## config.mk

```make
export PLATFORM = sky130hd
export DESIGN_NAME = tso_store_buffer
export DESIGN_NICKNAME = d
export VERILOG_FILES = /design/src/rtl/sbuf_pkg.sv /design/src/rtl/sbuf_fifo.sv /design/src/rtl/sbuf_fwd.sv /design/src/rtl/sbuf_opseq.sv /design/src/rtl/tso_store_buffer.sv
export SDC_FILE = /design/constraint.sdc
export NUM_CORES = 2
export LEC_CHECK = 0
export ABC_AREA = 1
export BUFFER_PORTS_ARGS = -buffer_cell sky130_fd_sc_hd__buf_4
export CAP_MARGIN = 20
export CORE_UTILIZATION = 42
export DETAILED_ROUTE_END_ITERATION = 7
export PLACE_DENSITY_LB_ADDON = 0.1
export SLEW_MARGIN = 25
export SYNTH_ARGS = -nofsm -noshare
export SYNTH_HDL_FRONTEND = slang
export SYNTH_SLANG_ARGS = --single-unit
```

## constraint.sdc

```tcl
create_clock -name clk -period 5.8 [get_ports clk]
set_input_delay 1.16 -clock clk [delete_from_list [all_inputs] [get_ports clk]]
set_output_delay 1.16 -clock clk [all_outputs]
set_load 0.01 [all_outputs]
```

## src/rtl/sbuf_pkg.sv

```systemverilog
package sbuf_pkg;
    localparam int SB_AW = 16;
    localparam int SB_DW = 64;

    typedef logic [SB_AW-1:0] sb_addr_t;
    typedef logic [SB_DW-1:0] sb_data_t;

    typedef struct packed {
        sb_addr_t addr;
        sb_data_t data;
    } sb_entry_t;

    typedef enum logic [2:0] {
        OP_IDLE,
        OP_DRAIN,
        OP_READ,
        OP_WRITE,
        OP_DONE
    } op_state_e;

    typedef enum logic {
        KIND_FENCE = 1'b0,
        KIND_ADD   = 1'b1
    } op_kind_e;

    function automatic sb_data_t rmw_sum(sb_data_t a, sb_data_t b);
        return a + b;
    endfunction
endpackage

```

## src/rtl/sbuf_fifo.sv

```systemverilog
module sbuf_fifo import sbuf_pkg::*; #(
    parameter int DEPTH = 8,
    localparam int PW = $clog2(DEPTH),
    localparam int CW = PW + 1
) (
    input  logic          clk,
    input  logic          rst,
    input  logic          push,
    input  sb_entry_t     push_entry,
    input  logic          pop,
    output sb_entry_t     head_entry,
    output logic [PW-1:0] head_ptr,
    output logic [CW-1:0] count,
    output sb_entry_t     slots [DEPTH]
);
    logic [PW-1:0] tail_ptr;
    sb_entry_t     mem [DEPTH];

    always_ff @(posedge clk) begin
        if (rst) begin
            head_ptr <= '0;
            tail_ptr <= '0;
            count    <= '0;
        end else begin
            if (push) begin
                mem[tail_ptr] <= push_entry;
                tail_ptr      <= tail_ptr + 1'b1;
            end
            if (pop) head_ptr <= head_ptr + 1'b1;
            case ({push, pop})
                2'b10:   count <= count + 1'b1;
                2'b01:   count <= count - 1'b1;
                default: count <= count;
            endcase
        end
    end

    assign head_entry = mem[head_ptr];

    for (genvar i = 0; i < DEPTH; i++) begin : g_slot
        assign slots[i] = mem[i];
    end
endmodule

```

## src/rtl/sbuf_fwd.sv

```systemverilog
module sbuf_fwd import sbuf_pkg::*; #(
    parameter int DEPTH = 8,
    localparam int PW = $clog2(DEPTH),
    localparam int CW = PW + 1
) (
    input  sb_entry_t     slots [DEPTH],
    input  logic [PW-1:0] head_ptr,
    input  logic [CW-1:0] count,
    input  sb_addr_t      ld_addr,
    output logic          hit,
    output sb_data_t      hit_data
);
    // age-ordered view: position k = k-th oldest live entry
    logic [PW-1:0] idx   [DEPTH];
    logic [DEPTH-1:0] match;

    for (genvar k = 0; k < DEPTH; k++) begin : g_age
        localparam logic [PW-1:0] OFF = PW'(k);
        localparam logic [CW-1:0] POS = CW'(k);
        assign idx[k]   = head_ptr + OFF;
        assign match[k] = (count > POS) && (slots[idx[k]].addr == ld_addr);
    end

    // later (younger) positions override earlier ones
    always_comb begin
        hit      = 1'b0;
        hit_data = '0;
        for (int k = 0; k < DEPTH; k++) begin
            if (match[k]) begin
                hit      = 1'b1;
                hit_data = slots[idx[k]].data;
            end
        end
    end
endmodule

```

## src/rtl/sbuf_opseq.sv

```systemverilog
module sbuf_opseq import sbuf_pkg::*; (
    input  logic      clk,
    input  logic      rst,
    input  logic      op_valid,
    input  logic      op_kind,
    input  sb_addr_t  op_addr,
    input  sb_data_t  op_operand,
    input  logic      buf_empty,
    input  sb_data_t  rd_data,
    input  logic      wr_ready,
    output logic      op_ready,
    output logic      rd_active,
    output sb_addr_t  rd_addr,
    output logic      wr_valid,
    output sb_entry_t wr_entry,
    output logic      op_done,
    output sb_data_t  op_old
);
    op_state_e state;
    op_kind_e  kind_q;
    sb_addr_t  addr_q;
    sb_data_t  operand_q;
    sb_data_t  old_q;

    always_ff @(posedge clk) begin
        if (rst) begin
            state     <= OP_IDLE;
            kind_q    <= KIND_FENCE;
            addr_q    <= '0;
            operand_q <= '0;
            old_q     <= '0;
        end else begin
            case (state)
                OP_IDLE: if (op_valid) begin
                    kind_q    <= op_kind_e'(op_kind);
                    addr_q    <= op_addr;
                    operand_q <= op_operand;
                    old_q     <= '0;
                    state     <= OP_DRAIN;
                end
                OP_DRAIN: if (buf_empty)
                    state <= (kind_q == KIND_ADD) ? OP_READ : OP_DONE;
                OP_READ: begin
                    old_q <= rd_data;
                    state <= OP_WRITE;
                end
                OP_WRITE: if (wr_ready) state <= OP_DONE;
                default:  state <= OP_IDLE;
            endcase
        end
    end

    assign op_ready  = (state == OP_IDLE);
    assign rd_active = (state == OP_READ);
    assign rd_addr   = addr_q;
    assign wr_valid  = (state == OP_WRITE);
    assign wr_entry  = '{addr: addr_q, data: rmw_sum(old_q, operand_q)};
    assign op_done   = (state == OP_DONE);
    assign op_old    = old_q;
endmodule

```

## src/rtl/tso_store_buffer.sv

```systemverilog
module tso_store_buffer import sbuf_pkg::*; #(
    parameter int DEPTH = 8,
    localparam int PW = $clog2(DEPTH),
    localparam int CW = PW + 1
) (
    input  logic             clk,
    input  logic             rst,
    input  logic             st_valid,
    output logic             st_ready,
    input  logic [SB_AW-1:0] st_addr,
    input  logic [SB_DW-1:0] st_data,
    input  logic             ld_valid,
    output logic             ld_ready,
    input  logic [SB_AW-1:0] ld_addr,
    output logic             ld_resp_valid,
    output logic [SB_DW-1:0] ld_resp_data,
    input  logic             op_valid,
    output logic             op_ready,
    input  logic             op_kind,
    input  logic [SB_AW-1:0] op_addr,
    input  logic [SB_DW-1:0] op_operand,
    output logic             op_done,
    output logic [SB_DW-1:0] op_old,
    output logic [SB_AW-1:0] cache_rd_addr,
    input  logic [SB_DW-1:0] cache_rd_data,
    output logic             cw_valid,
    input  logic             cw_ready,
    output logic [SB_AW-1:0] cw_addr,
    output logic [SB_DW-1:0] cw_data
);
    sb_entry_t     head_entry;
    sb_entry_t     slots [DEPTH];
    logic [PW-1:0] head_ptr;
    logic [CW-1:0] count;
    logic          push, pop, buf_empty;
    logic          fwd_hit;
    sb_data_t      fwd_data;
    logic          rd_active, rmw_wr_valid;
    sb_addr_t      rmw_rd_addr;
    sb_entry_t     rmw_wr_entry;
    logic          ld_fire;

    assign buf_empty = (count == '0);
    assign st_ready  = (count < CW'(DEPTH)) && op_ready;
    assign ld_ready  = op_ready;
    assign push      = st_valid && st_ready;
    assign pop       = !buf_empty && !rmw_wr_valid && cw_ready;
    assign ld_fire   = ld_valid && ld_ready;

    sbuf_fifo #(.DEPTH(DEPTH)) u_fifo (
        .clk        (clk),
        .rst        (rst),
        .push       (push),
        .push_entry ('{addr: st_addr, data: st_data}),
        .pop        (pop),
        .head_entry (head_entry),
        .head_ptr   (head_ptr),
        .count      (count),
        .slots      (slots)
    );

    sbuf_fwd #(.DEPTH(DEPTH)) u_fwd (
        .slots    (slots),
        .head_ptr (head_ptr),
        .count    (count),
        .ld_addr  (ld_addr),
        .hit      (fwd_hit),
        .hit_data (fwd_data)
    );

    sbuf_opseq u_ops (
        .clk        (clk),
        .rst        (rst),
        .op_valid   (op_valid),
        .op_kind    (op_kind),
        .op_addr    (op_addr),
        .op_operand (op_operand),
        .buf_empty  (buf_empty),
        .rd_data    (cache_rd_data),
        .wr_ready   (cw_ready),
        .op_ready   (op_ready),
        .rd_active  (rd_active),
        .rd_addr    (rmw_rd_addr),
        .wr_valid   (rmw_wr_valid),
        .wr_entry   (rmw_wr_entry),
        .op_done    (op_done),
        .op_old     (op_old)
    );

    // shared cache ports: the atomic only uses them with an empty buffer
    assign cache_rd_addr = rd_active ? rmw_rd_addr : ld_addr;
    assign cw_valid      = rmw_wr_valid || !buf_empty;
    assign cw_addr       = rmw_wr_valid ? rmw_wr_entry.addr : head_entry.addr;
    assign cw_data       = rmw_wr_valid ? rmw_wr_entry.data : head_entry.data;

    always_ff @(posedge clk) begin
        if (rst) begin
            ld_resp_valid <= 1'b0;
            ld_resp_data  <= '0;
        end else begin
            ld_resp_valid <= ld_fire;
            if (ld_fire) ld_resp_data <= fwd_hit ? fwd_data : cache_rd_data;
        end
    end
endmodule

```

==> impl_results.md <==
* Status: complete, but fails checks
* Failing checks: design-rule violations
* Register share of total power at 19.7%
* Syn avg cell area at ~6.7 sq um
* Worst slew margin at roughly 19%
* Crit path buf inv count at 4
* Worst Path Arrival at 4.39 ns
* Top Family by Delay on Critical Path: compound AO/OA/AOI/OAI gates
* Post-CTS setup repair buffer count at 0
* Gr ovfl total at 0
* Yosys cell types at 59
* Maximum clock rate at 180.2 MHz
* Clock-pin slew on the worst setup and hold paths at 0.06 ns
* Max Buffers Root-to-Sink at 3
* Die X at 403.4 um
* Detailed Routing Iterations Pass 1 at 8
* Finished Core Util at 47.97%
* Cell Int Power at 17.99 mW
* DIE AREA at 0.1627 sq mm
* Slew Viols, Final at 0
* DR vias/cell at roughly 5.9
* Crit-path most repeated cell: a21oi_1
* Post-synthesis sequential area ratio at 35.09%
* 1st-iter DRT viols at 9518
* Largest net degree at the start of global routing at 252
* Synth Cell Area at between 0.06 and 0.07 sq mm
* First-pass GRT wire length at 438.5 mm
* FP Rows at 146
* Worst reg2reg startpoint: u_fifo.head_ptr[0]$_SDFFE_PP0P_
* Comb power frac at slightly above 60%
* Post-synth EDFFs at 640
* Worst Hold Launch: u_ops.rd_addr[6]$_SDFFE_PP0P_
* Clock skew at ~0.040 ns
* Reg2Reg Depth at 15
* Max Cap Viol at 0
* Critical path origin: u_ops.op_old[0]$_SDFFE_PP0P_
* Hold depth at 2
* Cells after Synth at 10170
* Slowest CP cell: o21ai_1
* DP Wirelength at 201.6 mm
* Async SR Flop Fraction at 0%
* # setup viols final at 0
* Gpl congestion at 1.022
* Ys flop type: edfxtp_1
* Min cycle time layout at around 5.5 ns
* DRT antenna net count at 0
* Worst R2R End: ld_resp_data[35]$_SDFFE_PP0P_
* WS Path Type: reg2out
* Core Box Area at 0.1591 sq mm
* Syn. warnings at 0
* Drt drc at 1
* PortBufs at 476
* Element type at the critical path end: output pin
* Synthesis-to-finish area growth at 12.80%
* Fin nets at 10460
* Routed length on met3 at roughly 37 mm
* Uppermost layer routed: met5
* Switching fraction of total power at 51.64%
* Hold_buf cts at 0
* Min-delay worst type: reg2reg
* Root Buffer: clkbuf_16
* Clk sinks at between 800 and 900
* Drt total wl at just over 300 mm
* Setup crit start kind: flip-flop
* Worst R2R Setup Slack at between 0.7 and 0.8 ns
* Fillcell total at 16090
* Period utilization at 95.68%
* M1 wire length at 127.2 mm
* Worst VDD drop at 0.6363 mV
* Required time of the worst setup path at 4.64 ns
* Met2 Wirelength at 128.0 mm
* Num CTS Buffers at 104
* CP max FO at 4
* Pwr dens at 487.4 mW/mm^2
* Worst-skew pair later-pin latency at a little under 0.8 ns
* Die Y at 403.4 um
* Vias in the first global route at 65650
* Via count at ~73000
* Switching power at 19.21 mW
* Top Ports at 477
* Tightest Pin Transition at 1.212 ns
* Starting Density at 42.53%
* Slowest cell delay on critical path at around 0.57 ns
* Syn nets at around 10000
* Cell-by-cell trace of the critical path: ha_1 -> inv_1 -> fa_1 -> inv_1 -> nand3_1 -> nand2_1 -> a21oi_1 -> o21ai_0 -> buf_4 -> a21oi_1 -> o21ai_0 -> a21oi_1 -> o21ai_1 -> nand3_1 -> nand3_1 -> a21oi_1 -> o21ai_0 -> nand2_1 -> buf_4
* CTS tree: done
* Initial antenna violation count at 48
* H-tree level count at 3
* GR Util All Layers at 36.24%
* WL/cell at 24.59 um
* TNS Setup at 0 ns
* #FFs+latches synth at 866
* Pleak at 34.49 nW
* Hold Vio Cnt, Final at 0
* Worst min-delay path endpoint: u_ops.rd_addr[6]$_SDFFE_PP0P_
* Clk pwr share at roughly a fifth
* RSZ-0062 raised after global routing: false
* Share of cells above drive strength 1 at 8.814%
-- worst min-delay path: stages (launching register included) --
cell and delay [ns]:
dfxtp_1 0.30, inv_1 0.07, a21oi_1 0.06
-- cell usage in the layout, fill, tap and decap left out, drive strengths merged, types with 10 or more instances in the layout --
cell type,count
o211ai,73
clkbuf,142
dfxtp,226
a21oi,747
nor2,876
nand3,912
edfxtp,640
a31oi,25
mux2i,384
nand2,2621
nand4,16
ha,70
xnor2,14
o221ai,30
xor2,36
bufinv,12
nor3,88
o21ai,1614
diode,21
buf,609
clkinv,36
a21o,10
inv,920
or2,69
-- cells in the mapped netlist (all sizes together) (7+ instances only) --
cell type	instances	area, sq um
nor3	88	440.4
mux2i	384	3844
o221ai	30	262.8
a31oi	25	156.4
a21oi	747	3742
buf	329	1727
xnor2	14	137.6
nand2	2621	9841
edfxtp	640	19220
or2	69	431.7
inv	915	3437
o21a	7	52.55
clkbuf	407	1528
nor2	876	3308
o211ai	73	548.0
o21bai	7	52.55
o21ai	1614	8078
a21o	10	75.07
dfxtp	226	4524
nand3	912	4574
xor2	36	352.8
nand4	16	106.4
ha	70	875.8
-- what timing repair did --
action | in CTS | in global routing
endpoints found under the hold margin | 0 | 0
setup endpoints to repair | 0 | 5
gates resized for setup | 0 | 5
-- per-layer routing --
metal / track usage, % / up-vias
met3: 9.321 / 719
met4: 15.33 / 34
met5: 0 / -
li1: - / 33990
met2: 53.87 / 4109
met1: 49.57 / 34040
-- through the flow --
stage	worst slack [ns]	instance area [sq um]	total power, mW	cells	hold slack [ns]
global placement	0.9023	72580	29.30	12180	0.4548
finish	0.2505	76330	37.20	12400	0.4729
global route	0.03972	76310	39.41	12390	0.4854
CTS	0.02188	76260	36.62	12380	0.4703
floorplan	0.1232	67670	22.18	10170	0.4396
detailed placement	0.8478	72600	29.58	12180	0.4615
-- state kept, by name, indices dropped and copies added, names as in the netlist, 3 cells and up, named ones only --
register and cells:
u_ops.rd_addr 16, ld_resp_data 64, u_fifo.head_ptr 3, u_ops.op_old 64, u_fifo.tail_ptr 3, u_ops.operand_q 64, u_fifo.mem 640, u_fifo.count 4
u_ops.state 3
-- layout make-up --
class | count | area, sq um | share of cell area [%]
clock inverters | 54 | 711.9 | 0.9327
repair buffers | 609 | 5225 | 6.845
multi-input cells | 7642 | 37410 | 49.01
inverters | 921 | 3530 | 4.624
clock buffers | 142 | 2948 | 3.862
flip-flops and latches | 866 | 23770 | 31.13
well taps | 2146 | 2685 | 3.518
diodes | 21 | 52.55 | 0.06885
-- how the worst max path moves through the flow --
| stage | cells after the start | to | slack [ns] |
|---|---|---|---|
| 6_report | 19 | cw_data[62] | 0.25 |
| 3_3_place_gp | 19 | cw_data[62] | 0.90 |
| 5_1_grt | 19 | cw_data[62] | 0.04 |
| 4_1_cts | 19 | cw_data[62] | 0.02 |
| 2_1_floorplan | 5 | u_fifo.mem[2][0]$_DFFE_PP_ | 0.12 |
| 3_5_place_dp | 19 | cw_data[62] | 0.85 |
-- power by group through the flow --
stage               Combinational, mW  Sequential, mW  Clock (mW)
global route                     24.7            7.37        7.33
floorplan                        15.0            7.23           0
CTS                              22.2            7.33        7.10
global placement                 21.8            7.46           0
detailed placement               22.1            7.46           0
finish                           22.8            7.35        7.03
-- cell families (layout without fill, tap and decap cells) --
logic type	after synthesis	after routing	share of synthesized area, %
buffers and inverters	1657	1726	9.922
AND/OR/NAND/NOR	4595	4595	27.76
AO/OA/AOI/OAI	2542	2542	19.50
XOR/XNOR	50	50	0.7248
multiplexers	384	384	5.680
adder cells (fa/ha/maj)	71	71	1.324
other	0	21	0
flip-flops	866	866	35.09
(Power assumes the default switching activity.)
